==> config.mk <==
export PLATFORM = sky130hd
export DESIGN_NAME = pulse_train_gen
export DESIGN_NICKNAME = d
export VERILOG_FILES = /design/src/rtl/ptg_pkg.sv /design/src/rtl/ptg_trig_qual.sv /design/src/rtl/ptg_time_match.sv /design/src/rtl/ptg_seq.sv /design/src/rtl/pulse_train_gen.sv
export SDC_FILE = /design/constraint.sdc
export NUM_CORES = 1
export LEC_CHECK = 0
export BUFFER_PORTS_ARGS = -buffer_cell sky130_fd_sc_hd__buf_2
export CAP_MARGIN = 5
export CORE_MARGIN = 2
export CORE_UTILIZATION = 45
export CTS_BUF_LIST = sky130_fd_sc_hd__clkbuf_16
export CTS_CLUSTER_DIAMETER = 50
export CTS_CLUSTER_SIZE = 10
export DETAILED_ROUTE_END_ITERATION = 8
export PLACE_DENSITY = 0.72
export RECOVER_POWER = 50
export SYNTH_ARGS = -nofsm -noshare
export SYNTH_HDL_FRONTEND = slang
export SYNTH_SLANG_ARGS = --single-unit
==> constraint.sdc <==
create_clock -name clk -period 4.1 [get_ports clk]
set_input_delay 1.025 -clock clk [delete_from_list [all_inputs] [get_ports clk]]
set_output_delay 1.025 -clock clk [all_outputs]
set_load 0.01 [all_outputs]
==> src/rtl/ptg_pkg.sv <==
package ptg_pkg;

    typedef enum logic [2:0] {
        S_IDLE  = 3'd0,
        S_ARMED = 3'd1,
        S_DELAY = 3'd2,
        S_HIGH  = 3'd3,
        S_LOW   = 3'd4
    } ptg_state_e;

endpackage

==> src/rtl/ptg_trig_qual.sv <==
module ptg_trig_qual #(
    parameter int MIN_HIGH = 6
) (
    input  logic clk,
    input  logic rst_n,
    input  logic trig_in,
    output logic fire_o
);
    localparam int RW = $clog2(MIN_HIGH + 1);

    typedef struct packed {
        logic [RW-1:0] run;
        logic          fire;
    } qual_t;

    qual_t qual_d, qual_q;

    always_comb begin
        qual_d = qual_q;
        qual_d.fire = 1'b0;
        if (!trig_in) begin
            qual_d.run = '0;
        end else begin
            if (qual_q.run == RW'(MIN_HIGH - 1)) begin
                qual_d.fire = 1'b1;
            end
            if (qual_q.run != RW'(MIN_HIGH)) begin
                qual_d.run = qual_q.run + RW'(1);
            end
        end
    end

    always_ff @(posedge clk) begin
        if (!rst_n) begin
            qual_q <= '0;
        end else begin
            qual_q <= qual_d;
        end
    end

    assign fire_o = qual_q.fire;

    // One accepted edge yields exactly one fire cycle, even while the input stays high
    assert_single_fire_R2: assert property (@(posedge clk) disable iff (!rst_n)
        fire_o |=> !fire_o);

    // A fire cycle needs the input high on the edge that produced it
    assert_fire_needs_level_R2: assert property (@(posedge clk) disable iff (!rst_n)
        $rose(fire_o) |-> $past(trig_in));

endmodule

==> src/rtl/ptg_time_match.sv <==
module ptg_time_match #(
    parameter int SEC_W  = 32,
    parameter int TICK_W = 28
) (
    input  logic              clk,
    input  logic              rst_n,
    input  logic [SEC_W-1:0]  tod_sec,
    input  logic [TICK_W-1:0] tod_tick,
    input  logic [SEC_W-1:0]  start_sec,
    input  logic [TICK_W-1:0] start_tick,
    output logic              reached_o
);
    localparam int TW = SEC_W + TICK_W;

    logic reached_d, reached_q;
    logic [TW-1:0] now_w, start_w;

    always_comb begin
        now_w     = {tod_sec, tod_tick};
        start_w   = {start_sec, start_tick};
        reached_d = (now_w >= start_w);
    end

    always_ff @(posedge clk) begin
        if (!rst_n) begin
            reached_q <= 1'b0;
        end else begin
            reached_q <= reached_d;
        end
    end

    assign reached_o = reached_q;

    // A later second always wins over the tick field
    assert_sec_priority_R7: assert property (@(posedge clk) disable iff (!rst_n)
        (tod_sec < start_sec) |=> !reached_o);

endmodule

==> src/rtl/ptg_seq.sv <==
module ptg_seq
    import ptg_pkg::*;
#(
    parameter int DLY_W  = 35,
    parameter int TICK_W = 28,
    parameter int CNT_W  = 16
) (
    input  logic              clk,
    input  logic              rst_n,
    input  logic              enable,
    input  logic              mode_gen,
    input  logic              continuous,
    input  logic              fire,
    input  logic              reached,
    input  logic [DLY_W-1:0]  delay_ticks,
    input  logic [TICK_W-1:0] width_ticks,
    input  logic [TICK_W-1:0] space_ticks,
    input  logic [CNT_W-1:0]  repeat_m1,
    output logic              pulse_o,
    output logic              busy_o,
    output logic              missed_o
);
    localparam int CW = (DLY_W > TICK_W) ? DLY_W : TICK_W;

    typedef struct packed {
        ptg_state_e       state;
        logic [CW-1:0]    cnt;
        logic [CNT_W-1:0] rem;
        logic             missed;
        logic             spent;
    } seq_t;

    seq_t seq_d, seq_q;
    logic active_q;

    always_comb begin
        active_q = (seq_q.state == S_DELAY) || (seq_q.state == S_HIGH) ||
                   (seq_q.state == S_LOW);
    end

    always_comb begin
        seq_d = seq_q;
        if (!enable) begin
            seq_d.state  = S_IDLE;
            seq_d.cnt    = '0;
            seq_d.rem    = '0;
            seq_d.missed = 1'b0;
            seq_d.spent  = 1'b0;
        end else begin
            if (fire && !mode_gen && active_q) begin
                seq_d.missed = 1'b1;
            end
            unique case (seq_q.state)
                S_IDLE: begin
                    if (!seq_q.spent) begin
                        seq_d.state = S_ARMED;
                    end
                end
                S_ARMED: begin
                    if (mode_gen) begin
                        if (reached) begin
                            seq_d.state = S_HIGH;
                            seq_d.cnt   = CW'(width_ticks) - CW'(1);
                            seq_d.rem   = repeat_m1;
                        end
                    end else if (fire) begin
                        seq_d.state = S_DELAY;
                        seq_d.cnt   = CW'(delay_ticks) - CW'(1);
                    end
                end
                S_DELAY: begin
                    if (seq_q.cnt == '0) begin
                        seq_d.state = S_HIGH;
                        seq_d.cnt   = CW'(width_ticks) - CW'(1);
                        seq_d.rem   = repeat_m1;
                    end else begin
                        seq_d.cnt = seq_q.cnt - CW'(1);
                    end
                end
                S_HIGH: begin
                    if (seq_q.cnt != '0) begin
                        seq_d.cnt = seq_q.cnt - CW'(1);
                    end else if (!continuous && (seq_q.rem == '0)) begin
                        if (mode_gen) begin
                            seq_d.state = S_IDLE;
                            seq_d.spent = 1'b1;
                        end else begin
                            seq_d.state = S_ARMED;
                        end
                    end else begin
                        seq_d.state = S_LOW;
                        seq_d.cnt   = CW'(space_ticks) - CW'(1);
                        if (!continuous) begin
                            seq_d.rem = seq_q.rem - CNT_W'(1);
                        end
                    end
                end
                S_LOW: begin
                    if (seq_q.cnt == '0) begin
                        seq_d.state = S_HIGH;
                        seq_d.cnt   = CW'(width_ticks) - CW'(1);
                    end else begin
                        seq_d.cnt = seq_q.cnt - CW'(1);
                    end
                end
                default: begin
                    seq_d.state = S_IDLE;
                end
            endcase
        end
    end

    always_ff @(posedge clk) begin
        if (!rst_n) begin
            seq_q <= '{state: S_IDLE, cnt: '0, rem: '0, missed: 1'b0, spent: 1'b0};
        end else begin
            seq_q <= seq_d;
        end
    end

    assign pulse_o  = (seq_q.state == S_HIGH);
    assign busy_o   = active_q;
    assign missed_o = seq_q.missed;

    // Disable forces the line and busy low on the next edge
    assert_disable_quiet_R9: assert property (@(posedge clk) disable iff (!rst_n)
        !enable |=> (!pulse_o && !busy_o));

    // The missed flag only clears through disable
    assert_missed_sticky_R8: assert property (@(posedge clk) disable iff (!rst_n)
        (enable && missed_o) |=> missed_o);

    // Delay counter steps down by one per tick
    assert_delay_countdown_R3: assert property (@(posedge clk) disable iff (!rst_n)
        (enable && seq_q.state == S_DELAY && seq_q.cnt != '0) |=>
        (seq_q.state == S_DELAY && seq_q.cnt == $past(seq_q.cnt) - CW'(1)));

    // A high phase is not cut short while its counter is nonzero
    assert_high_holds_R4: assert property (@(posedge clk) disable iff (!rst_n)
        (enable && seq_q.state == S_HIGH && seq_q.cnt != '0) |=> pulse_o);

    // The last pulse of a finite train ends the train
    assert_last_pulse_ends_R5: assert property (@(posedge clk) disable iff (!rst_n)
        (enable && !continuous && seq_q.state == S_HIGH && seq_q.cnt == '0 &&
         seq_q.rem == '0) |=> (!pulse_o && !busy_o));

    // Continuous mode always goes on to a gap after a pulse
    assert_continuous_goes_on_R6: assert property (@(posedge clk) disable iff (!rst_n)
        (enable && continuous && seq_q.state == S_HIGH && seq_q.cnt == '0) |=>
        (seq_q.state == S_LOW));

    // Waiting for the start time, triggers change nothing
    assert_gen_ignores_trig_R7: assert property (@(posedge clk) disable iff (!rst_n)
        (enable && mode_gen && seq_q.state == S_ARMED && !reached) |=>
        (seq_q.state == S_ARMED));

endmodule

==> src/rtl/pulse_train_gen.sv <==
module pulse_train_gen #(
    parameter int MIN_HIGH = 6,
    parameter int SEC_W    = 32,
    parameter int TICK_W   = 28,
    parameter int DLY_W    = 35,
    parameter int CNT_W    = 16
) (
    input  logic              clk,
    input  logic              rst_n,
    input  logic              enable,
    input  logic              mode_gen,
    input  logic              continuous,
    input  logic              trig_in,
    input  logic [SEC_W-1:0]  tod_sec,
    input  logic [TICK_W-1:0] tod_tick,
    input  logic [SEC_W-1:0]  start_sec,
    input  logic [TICK_W-1:0] start_tick,
    input  logic [DLY_W-1:0]  delay_ticks,
    input  logic [TICK_W-1:0] width_ticks,
    input  logic [TICK_W-1:0] space_ticks,
    input  logic [CNT_W-1:0]  repeat_m1,
    output logic              pulse_out,
    output logic              busy,
    output logic              missed
);
    logic fire_w;
    logic reached_w;

    ptg_trig_qual #(
        .MIN_HIGH (MIN_HIGH)
    ) qual_i (
        .clk     (clk),
        .rst_n   (rst_n),
        .trig_in (trig_in),
        .fire_o  (fire_w)
    );

    ptg_time_match #(
        .SEC_W  (SEC_W),
        .TICK_W (TICK_W)
    ) match_i (
        .clk        (clk),
        .rst_n      (rst_n),
        .tod_sec    (tod_sec),
        .tod_tick   (tod_tick),
        .start_sec  (start_sec),
        .start_tick (start_tick),
        .reached_o  (reached_w)
    );

    ptg_seq #(
        .DLY_W  (DLY_W),
        .TICK_W (TICK_W),
        .CNT_W  (CNT_W)
    ) seq_i (
        .clk         (clk),
        .rst_n       (rst_n),
        .enable      (enable),
        .mode_gen    (mode_gen),
        .continuous  (continuous),
        .fire        (fire_w),
        .reached     (reached_w),
        .delay_ticks (delay_ticks),
        .width_ticks (width_ticks),
        .space_ticks (space_ticks),
        .repeat_m1   (repeat_m1),
        .pulse_o     (pulse_out),
        .busy_o      (busy),
        .missed_o    (missed)
    );

endmodule

; ---- After elaboration in Yosys (flattened, before gate mapping)
; Cells that the tools add are included.
[totals]
register_bits = 61
input_bits = 233
output_inout_bits = 3
word_cells = 72
[classes]
add_sub_neg = 6
n_lt_le_gt_ge = 1
n_eq_ne = 17
muxes = 19
n_bitwise = 1
n_reduce_logical = 20
[ops]
columns = operator, n
row1 = 35-bit one-hot mux with 3 select lines, 1
row2 = 38-bit 2-to-1 mux, 2
row3 = 35-bit 2-to-1 mux, 2
row4 = "35-bit by 1-bit subtractor with 35-bit output, second input constant", 2
row5 = 16-bit 2-to-1 mux, 4
row6 = 60-bit >= comparator, 1
row7 = "28-bit by 1-bit subtractor with 29-bit output, second input constant", 2
row8 = 54-bit 2-to-1 mux, 1
row9 = 51-bit 2-to-1 mux, 1
row10 = 16-bit one-hot mux with 3 select lines, 1
row11 = 35-bit zero test, 1
row12 = 35-bit nonzero test, 1
row13 = 16-bit zero test, 1
row14 = "16-bit by 1-bit subtractor with 16-bit output, second input constant", 1
row15 = "2-bit != test, second input constant", 7
row16 = 3-bit 2-to-1 mux, 4
row17 = 3-bit one-hot mux with 4 select lines, 1
row18 = "3-bit != test, second input constant", 3
row19 = 4-bit AND reduction, 2
row20 = 7-bit AND reduction, 1
row21 = "3-bit by 2-bit equality test with 1-bit output, second input constant", 2
row22 = "3-bit equality test, second input constant", 2
row23 = 3-bit nonzero test, 2
row24 = 5-bit AND reduction, 1
row25 = 12 further kinds, 18

; ---- Longest topological paths before layout
; Gate-level depths: netlist (run 1).
[depth]
ltp_word = 5
depth_mapped = 12
ltp_nobuf = 9

; ---- Modules after synthesis
; A second synthesis (run 1) with hierarchy kept.
[unflattened]
cells_unflattened = 1051
hier_area_um2 = 7564.8
[by_module_without_submodules]
columns = mod, instances, cells_per_inst, area_per_inst_um2
row1 = ptg_seq, 1, 819, 5844.4
row2 = ptg_time_match, 1, 212, 1526.5
row3 = ptg_trig_qual, 1, 20, 193.9

; ---- Worst setup path after synthesis (run 1)
; Ideal clock, no wire load.
[synth_timing]
path_type = input -> register
startpoint = input space_ticks[0]
endpoint = register seq_i.seq_q[40] (netlist bit)
t_arrival_ps = 3067
required_ps = 3967
path_slack_ps = 900
stages = 10
n_path_buf = 1
cell_sequence = inv_1 > ha_1 > or4b_2 > or4_1 > buf_2 > nor2_1 > xnor2_1 > o22ai_1 > a211oi_1 > a21oi_1
[synth_via]
elab_chain_len = 4
[synth_lines]
columns = element, line_no
row1 = "start, declared", pulse_train_gen.sv:20  ; input logic [TICK_W-1:0] space_ticks,
row2 = 28-bit by 1-bit subtractor with 29-bit output, ptg_seq.sv:92  ; seq_d.cnt = CW'(space_ticks) - CW'(1);
row3 = 51-bit 2-to-1 mux, ptg_seq.sv:83  ; end else if (!continuous && (seq_q.rem == '0)) begin
row4 = 35-bit 2-to-1 mux, ptg_seq.sv:81  ; if (seq_q.cnt != '0) begin
row5 = 35-bit one-hot mux with 3 select lines, ptg_seq.sv:53  ; unique case (seq_q.state)
row6 = "end signal, assigned", ptg_seq.sv:115  ; seq_q <= '{state: S_IDLE, cnt: '0, rem: '0, missed: 1'b0, spent: 1'b0};
row7 = "end signal, assigned", ptg_seq.sv:117  ; seq_q <= seq_d;
row8 = "end, declared", ptg_seq.sv:33  ; seq_t seq_d, seq_q;
; Every way passes these cells. The select of a mux whose other input is x is not followed.
; A chain may end at the register's enable or synchronous reset.

; ---- Worst setup path after layout (run 1)
[layout_timing]
startpoint = register seq_i.seq_q[42] (netlist bit)
endpoint = register seq_i.seq_q[30] (netlist bit)
[layout_via]
elab_chain_len = 3
word_cells_on_any_way = 7
[layout_lines]
columns = element, line_no
row1 = 35-bit nonzero test or 35-bit zero test (tied branches), "ptg_seq.sv:81, ptg_seq.sv:72, ptg_seq.sv:99"
row2 = "3-bit by 2-bit != test with 1-bit output (no line), or another cell as far along", --
row3 = 4-bit AND reduction (no line) or 35-bit one-hot mux with 3 select lines (tied branches), --
; Parallel ways exist; a longest one is shown, timed or not.

==> results of run 1 <==
per-stage QoR:
stage / worst slack [ns] / hold slack, ns
after floorplan: 0.9000 / 0.4365
final: 0.6984 / 0.4699
after global routing: 0.4994 / 0.4966
after detailed placement: 0.5262 / 0.4585
after global placement: 0.6536 / 0.4619
after CTS: 0.9091 / 0.4706
worst max-delay path, cell delays in order (launching register included):
cell	delay (ns)
dfxtp_1	0.36
or4_1	0.63
nor3_1	0.58
nand4_1	0.15
clkbuf_1	0.40
nand2_1	0.46
buf_12	0.22
o22ai_1	0.10
a211oi_1	0.24
a21oi_1	0.10
layer usage:
layer  up-vias  GRT usage [%]  part of all wire [%]
met3        67          4.909                   8.0
li1       4350              -                     -
met2       409          52.04                    49
met1      4084          34.92                    39
met4         0          12.12                   3.3
met5         -              0                     0
logic make-up (layout without fill, tap and decap cells):
| group | Yosys count | count (layout) |
|---|---|---|
| other | 0 | 2 |
| DFF | 61 | 61 |
| adders and majority gates | 69 | 69 |
| AOI/OAI and AO/OA | 299 | 299 |
| buffers and inverters | 131 | 350 |
| and+or+nand+nor | 395 | 395 |
| muxes | 8 | 8 |
| xor gates and xnor gates | 96 | 96 |
final cells by class:
class	instances	area share, %
diodes	2	0.05463
clock buffers	9	2.458
clock inverters	7	0.4644
inverters	80	3.278
multi-input cells	867	62.99
flip-flops and latches	61	13.33
well taps	220	3.005
repair buffers	254	14.42
synthesized netlist by cell type, types with 29 or more instances:
cell type / n
nor3_1: 47
nand2_1: 76
xnor2_1: 57
nor4_1: 36
dfxtp_1: 61
nor2_1: 93
ha_1: 69
xor2_1: 39
o21ai_0: 74
a21oi_1: 77
inv_1: 77
clkbuf_1: 40
o22ai_1: 29
worst max-delay path by stage:
| stage | to | depth (start not counted) |
|---|---|---|
| CTS | seq_i.seq_q[49] | 8 |
| global route | seq_i.seq_q[30] | 9 |
| detailed placement | seq_i.seq_q[49] | 8 |
| finish | seq_i.seq_q[30] | 9 |
| global placement | seq_i.seq_q[40] | 10 |
| floorplan | seq_i.seq_q[40] | 10 |
sequential cells by signal (all words and copies together) (netlist names):
name	flops
seq_i.seq_q	55
match_i.reached_o	1
seq_i.missed_o	1
qual_i.fire_o	1
qual_i.qual_q	3
where the power goes:
part,total (uW),switching [uW],leakage (uW),internal (uW)
sequential,610,9.66,0.000492,601
combinational,643,375,0.00344,268
clock,697,292,0.000133,405
total,1950,677,0.00407,1270
==> impl_metrics.yaml, run 1 <==
status:
  run_status: "finished clean"
drt:
  detailedRoute.firstIterationViolations: 811
  routed_wire_length_per_instance_um: 17.48
  vias_per_cell: 5.940
  post-route-drc-count: 0
  drtPass1Iterations: 5
  drt.antenna.violating_nets: 0
  detail_route.wirelength_um: 26220
  via_count: 8910
clock_network:
  cts_buffer_depth: 2
  clk_pin_slew_worst_paths_ns: 0.06
  cts-htree-levels: 3
  cts_hold_repair.buffers: 0
  cts_tree: "built"
  root_driver: "clkbuf_16"
  clock_insertion_delay_worst_skew_ns: 0.34
  cts_buffers: 9
  cts-resized-gates: 0
  cts_setup_buffers: 0
  cts_num_sinks: 61
critical_path:
  timing.critical_path.required_ns: 4.29
  worst_setup_path_startpoint: "seq_i.seq_q[42]"
  timing.rr.end: "seq_i.seq_q[30]"
  r2r-start: "seq_i.seq_q[42]"
  reg2reg_depth: 9
  critical_path_type: "reg2reg"
  regToRegSetupSlack_ns: 0.70
  critPathCaptureType: "flip-flop"
  critical_path_arrival_ns: 3.60
  start_kind: "flip-flop"
  critical_path_peak_fanout: 19
pwr:
  power.density_nw_per_um2: 212.9
  power.ir.vdd_worst_mv: 0.1409
  p_total_uw: 1950
  leakagePower_uw: 0.004070
placement:
  detailed_place.area_um2: 8904
  numPortBuffers: 235
  total_half_perimeter_wirelength_after_legalization_and_detailed_placement_um: 21480
  gp_congestion: 0.9911
  placedCellCount: 1482
die:
  floorplan.io_pins: 236
  die_height_um: 133.2
  floorplan_die_width_um: 133.2
  fp-row-count: 47
  starting_density_of_the_core_pct: 45.60
  design.die.area_um2: 17730
  core_region_area_um2: 16470
layout:
  layout.cells.most_common_list: "233 x buf_2, 93 x nor2_1, 79 x inv_1"
  fill_cells: 1634
  final_design_area_no_fill_um2: 9161
  syn_to_final_growth_pct: 22.01
  instances_no_fill: 1500
  share_of_the_core_filled_with_cells_pct: 55.64
  final_layout_net_count: 1575
  layout_cell_share_with_drive_strength_beyond_1_pct: 22.69
  mostFrequentLayoutCell: "buf_2"
  seqCellArea_um2: 1221
  multi_input_comb_area_um2: 5771
yosys:
  async_flop_share_pct: 0
  synth.mux.area_fraction_pct: 1.083
  synth_area_um2: 7508
  ys_seq_elements: 61
  synth_top_family_by_area: "simple AND/OR/NAND/NOR gates"
  post_synth_main_area_contributors: "dfxtp_1 16%, ha_1 11%, xnor2_1 6.6%, a21oi_1 5.1%, o21ai_0 4.9%"
  synthesis.nets: 1361
  synth.top_cell.area_share_pct: 16.26
  yosys.area.top_type: "dfxtp_1"
  synth_adder_area_share_pct: 11.50
  yosysSeqAreaShare_pct: 16.26
  synth_compound_area_share_pct: 24.98
  post_synth_edffs: 0
  ys_dominant_reg_cell: "dfxtp_1"
  syn-mean-instance-area_um2: 7.090
  synth_cell_types: 67
  postSynthCellCount: 1059
  synthesis.yosys.warnings: 0
  synth-simple-area-share_pct: 28.16
  post_synth_xor_area_fraction_pct: 11.20
min_path:
  hold_depth: 2
  hold_path.class: "reg2reg"
  holdPathEnd: "qual_i.fire_o"
  timing.hold.worst.start: "qual_i.qual_q[3]"
timing:
  maxSlewHeadroom_pct: 35.85
  totalNegativeSetupSlack_ns: 0
  final_period_util_pct: 82.97
  fmax_ghz: 0.2940
  fin_crit_ns: 3.402
  final-max-slew-violation-count: 0
  fin_worst_skew_ns: 0.009620
  timing_worst_slew_pin_value_ns: 0.9580
  final_hold_viol_count: 0
  rsz_0062_raised_after_global_routing: "no"
  setup_viol: 0
grt:
  number_of_global_route_vias_before_repair: 8751
  grt_antenna_before_repair: 2
  gr-total-overflow: 0
  grt_pass1_wl_um: 42210
  track_usage_pct: 29.24
  grt_start_max_net_pins: 46
run:
  max-cap-violations: 0
Power figures use the tool's default switching activity.
==> inputs of run 2 (changes only) <==
--- a/config.mk
+++ b/config.mk
@@ -13,7 +13,7 @@
 export CTS_CLUSTER_DIAMETER = 50
 export CTS_CLUSTER_SIZE = 10
 export DETAILED_ROUTE_END_ITERATION = 8
-export PLACE_DENSITY = 0.72
+export PLACE_DENSITY = 0.75
 export RECOVER_POWER = 50
 export SYNTH_ARGS = -nofsm -noshare
 export SYNTH_HDL_FRONTEND = slang
==> constraint.sdc (replaced) <==
create_clock -name clk -period 3.1 [get_ports clk]
set_input_delay 0.775 -clock clk [delete_from_list [all_inputs] [get_ports clk]]
set_output_delay 0.775 -clock clk [all_outputs]
set_load 0.01 [all_outputs]
==> run 2 against run 1 <==
Setup slack worse by 0.54 ns. Sequential share of layout area fell by 0.59 points. Non-clock buffer count is 49 higher. First-iteration DRC count fell by 11%. Core utilization rose by 2.6 points. Clock skew up 0.0017 ns. Clock power is 61% higher. Register-to-register slack worse by 0.54 ns. Worst hold slack gained 0.0046 ns. Cell count is 3.3% higher. Cell area rose by 4.6%. Critical path type unchanged. Critical endpoint is now seq_i.seq_q[28]. Largest cell class unchanged. Largest power group unchanged.
==> impl_metrics.yaml, run 2 (synthesized netlist as in run 1, its figures left out) <==
grt:
  grt_use_met2_pct: 52.50
  gr-total-overflow: 0
  use_met3_pct: 5.708
  grt_start_max_net_pins: 30
  grt_busiest_layer: "met2"
  grt_pass1_wl_um: 43060
  track_usage_pct: 30.31
  grt_antenna_before_repair: 3
  grt_util_met1_pct: 35.98
  number_of_global_route_vias_before_repair: 8612
clock_network:
  root_driver: "clkbuf_16"
  cts_hold_repair.buffers: 0
  cts-resized-gates: 0
  clk_pin_slew_worst_paths_ns: 0.06
  cts_num_sinks: 61
  clock_insertion_delay_worst_skew_ns: 0.35
  cts_setup_buffers: 0
  cts-htree-levels: 3
  cts_buffers: 9
  cts_tree: "built"
  cts_buffer_depth: 2
die:
  core_region_area_um2: 16470
  starting_density_of_the_core_pct: 45.60
  floorplan_die_width_um: 133.2
  design.die.area_um2: 17730
  fp-row-count: 47
  floorplan.io_pins: 236
  die_height_um: 133.2
timing:
  fmax_ghz: 0.3395
  totalNegativeSetupSlack_ns: 0
  fin_worst_skew_ns: 0.01130
  setup_viol: 0
  final_period_util_pct: 95.02
  final-max-slew-violation-count: 0
  maxSlewHeadroom_pct: 35.67
  holdWs_ns: 0.4746
  post-route-worst-setup-slack_ns: 0.1544
  timing_worst_slew_pin_value_ns: 0.9607
  final_hold_viol_count: 0
  rsz_0062_raised_after_global_routing: "no"
  fin_crit_ns: 2.946
layout:
  biggest_register: "seq_i.seq_q"
  layout.cells.most_common_list: "233 x buf_2, 93 x nor2_1, 77 x inv_1, 77 x a21oi_1, 76 x nand2_1"
  final_layout_net_count: 1624
  mostFrequentLayoutCell: "buf_2"
  instances_no_fill: 1550
  reg.largest.list: "seq_i.seq_q (55), qual_i.qual_q (3)"
  syn_to_final_growth_pct: 27.65
  largest_reg_flops: 55
  layout_cell_share_with_drive_strength_beyond_1_pct: 25.70
run:
  max-cap-violations: 0
pwr:
  power.combinational.fraction_pct: 31.5
  power_switching_uw: 930.9
  power.ir.vdd_worst_mv: 0.1959
  power.density_nw_per_um2: 293.6
  power.switching_fraction_pct: 33.08
  p_seq_share_pct: 28.7
  clock_power_share_pct: 39.8
  internal_portion_of_total_power_uw: 1883
  leakagePower_uw: 0.004321
  p_total_uw: 2814
min_path:
  holdPathEnd: "qual_i.fire_o"
  timing.hold.worst.start: "qual_i.qual_q[3]"
  hold_depth: 2
  hold_path.class: "reg2reg"
critical_path:
  regToRegSetupSlack_ns: 0.15
  timing.rr.end: "seq_i.seq_q[28]"
  reg2reg_depth: 9
  start_kind: "flip-flop"
  timing.critical_path.required_ns: 3.30
  critical_path_arrival_ns: 3.15
  critical_path_peak_fanout: 10
  r2r-start: "seq_i.seq_q[42]"
  critPathCaptureType: "flip-flop"
  critical_path_type: "reg2reg"
drt:
  drtPass1Iterations: 5
  vias_per_cell: 5.881
  detail_route.wirelength_um: 27280
  via_count: 9115
  detailedRoute.firstIterationViolations: 723
  post-route-drc-count: 0
  drt.antenna.violating_nets: 0
  routed_wire_length_per_instance_um: 17.60
placement:
  placement.setup.worst_slack_ns: -0.1197
  placedCellCount: 1531
  gp_congestion: 0.9810
  total_half_perimeter_wirelength_after_legalization_and_detailed_placement_um: 22260
  numPortBuffers: 235
status:
  run_status: "finished clean"
run 2: changes by cell type in the layout (fill, tap and decap cells not counted), sizes merged:
cell,before,now
bufinv,0,2
clkbuf,13,17
inv,81,80
buf,250,295
clkinvlp,2,1
diode,2,3
run 2: worst max-delay path, stage by stage, from the launching register on:
cell	delay, ns
dfxtp_1	0.37
or4_1	0.67
nor3_2	0.36
nand4_1	0.22
clkbuf_2	0.31
o21ai_1	0.19
buf_4	0.20
nor2_1	0.15
o21ai_0	0.16
o21ai_0	0.17
run 2: worst max-delay path by stage:
stage	slack [ns]	startpoint	end	cells after the start
floorplan	0.15	space_ticks[0]	seq_i.seq_q[40]	10
global placement	-0.05	delay_ticks[11]	seq_i.seq_q[52]	8
detailed placement	-0.12	delay_ticks[11]	seq_i.seq_q[52]	8
CTS	0.22	seq_i.seq_q[42]	seq_i.seq_q[8]	7
global route	0.006	seq_i.seq_q[42]	seq_i.seq_q[2]	7
finish	0.15	seq_i.seq_q[42]	seq_i.seq_q[28]	9
run 2: final cells by class:
class / count / area [um^2]
repair buffers: 303 / 1680
inverters: 80 / 300.3
clock buffers: 9 / 225.2
multi-input cells: 867 / 5776
fillers: 1589 / 6882
flip-flops and latches: 61 / 1221
diodes: 3 / 7.507
well taps: 220 / 275.3
clock inverters: 7 / 98.84
run 2: power groups by stage:
stage / registers (uW) / logic [uW] / clock network, uW
CTS: 806 / 874 / 1120
global placement: 823 / 858 / 0
floorplan: 818 / 475 / 0
detailed placement: 823 / 867 / 0
finish: 807 / 886 / 1120
global route: 808 / 972 / 1150
run 2: stage by stage:
stage                     instance area [um^2]  util [%]
after floorplan                           7508         -
after global placement                    9271     56.31
after detailed placement                  9271     56.31
after CTS                                 9595     58.28
after global routing                      9582     58.19
final                                     9584     58.21
run 2: routing by layer:
metal	part of all wire (%)	vias to the layer above
met5	0	-
met1	39	4107
met3	8.7	87
met4	4.9	0
met2	48	471
li1	-	4450
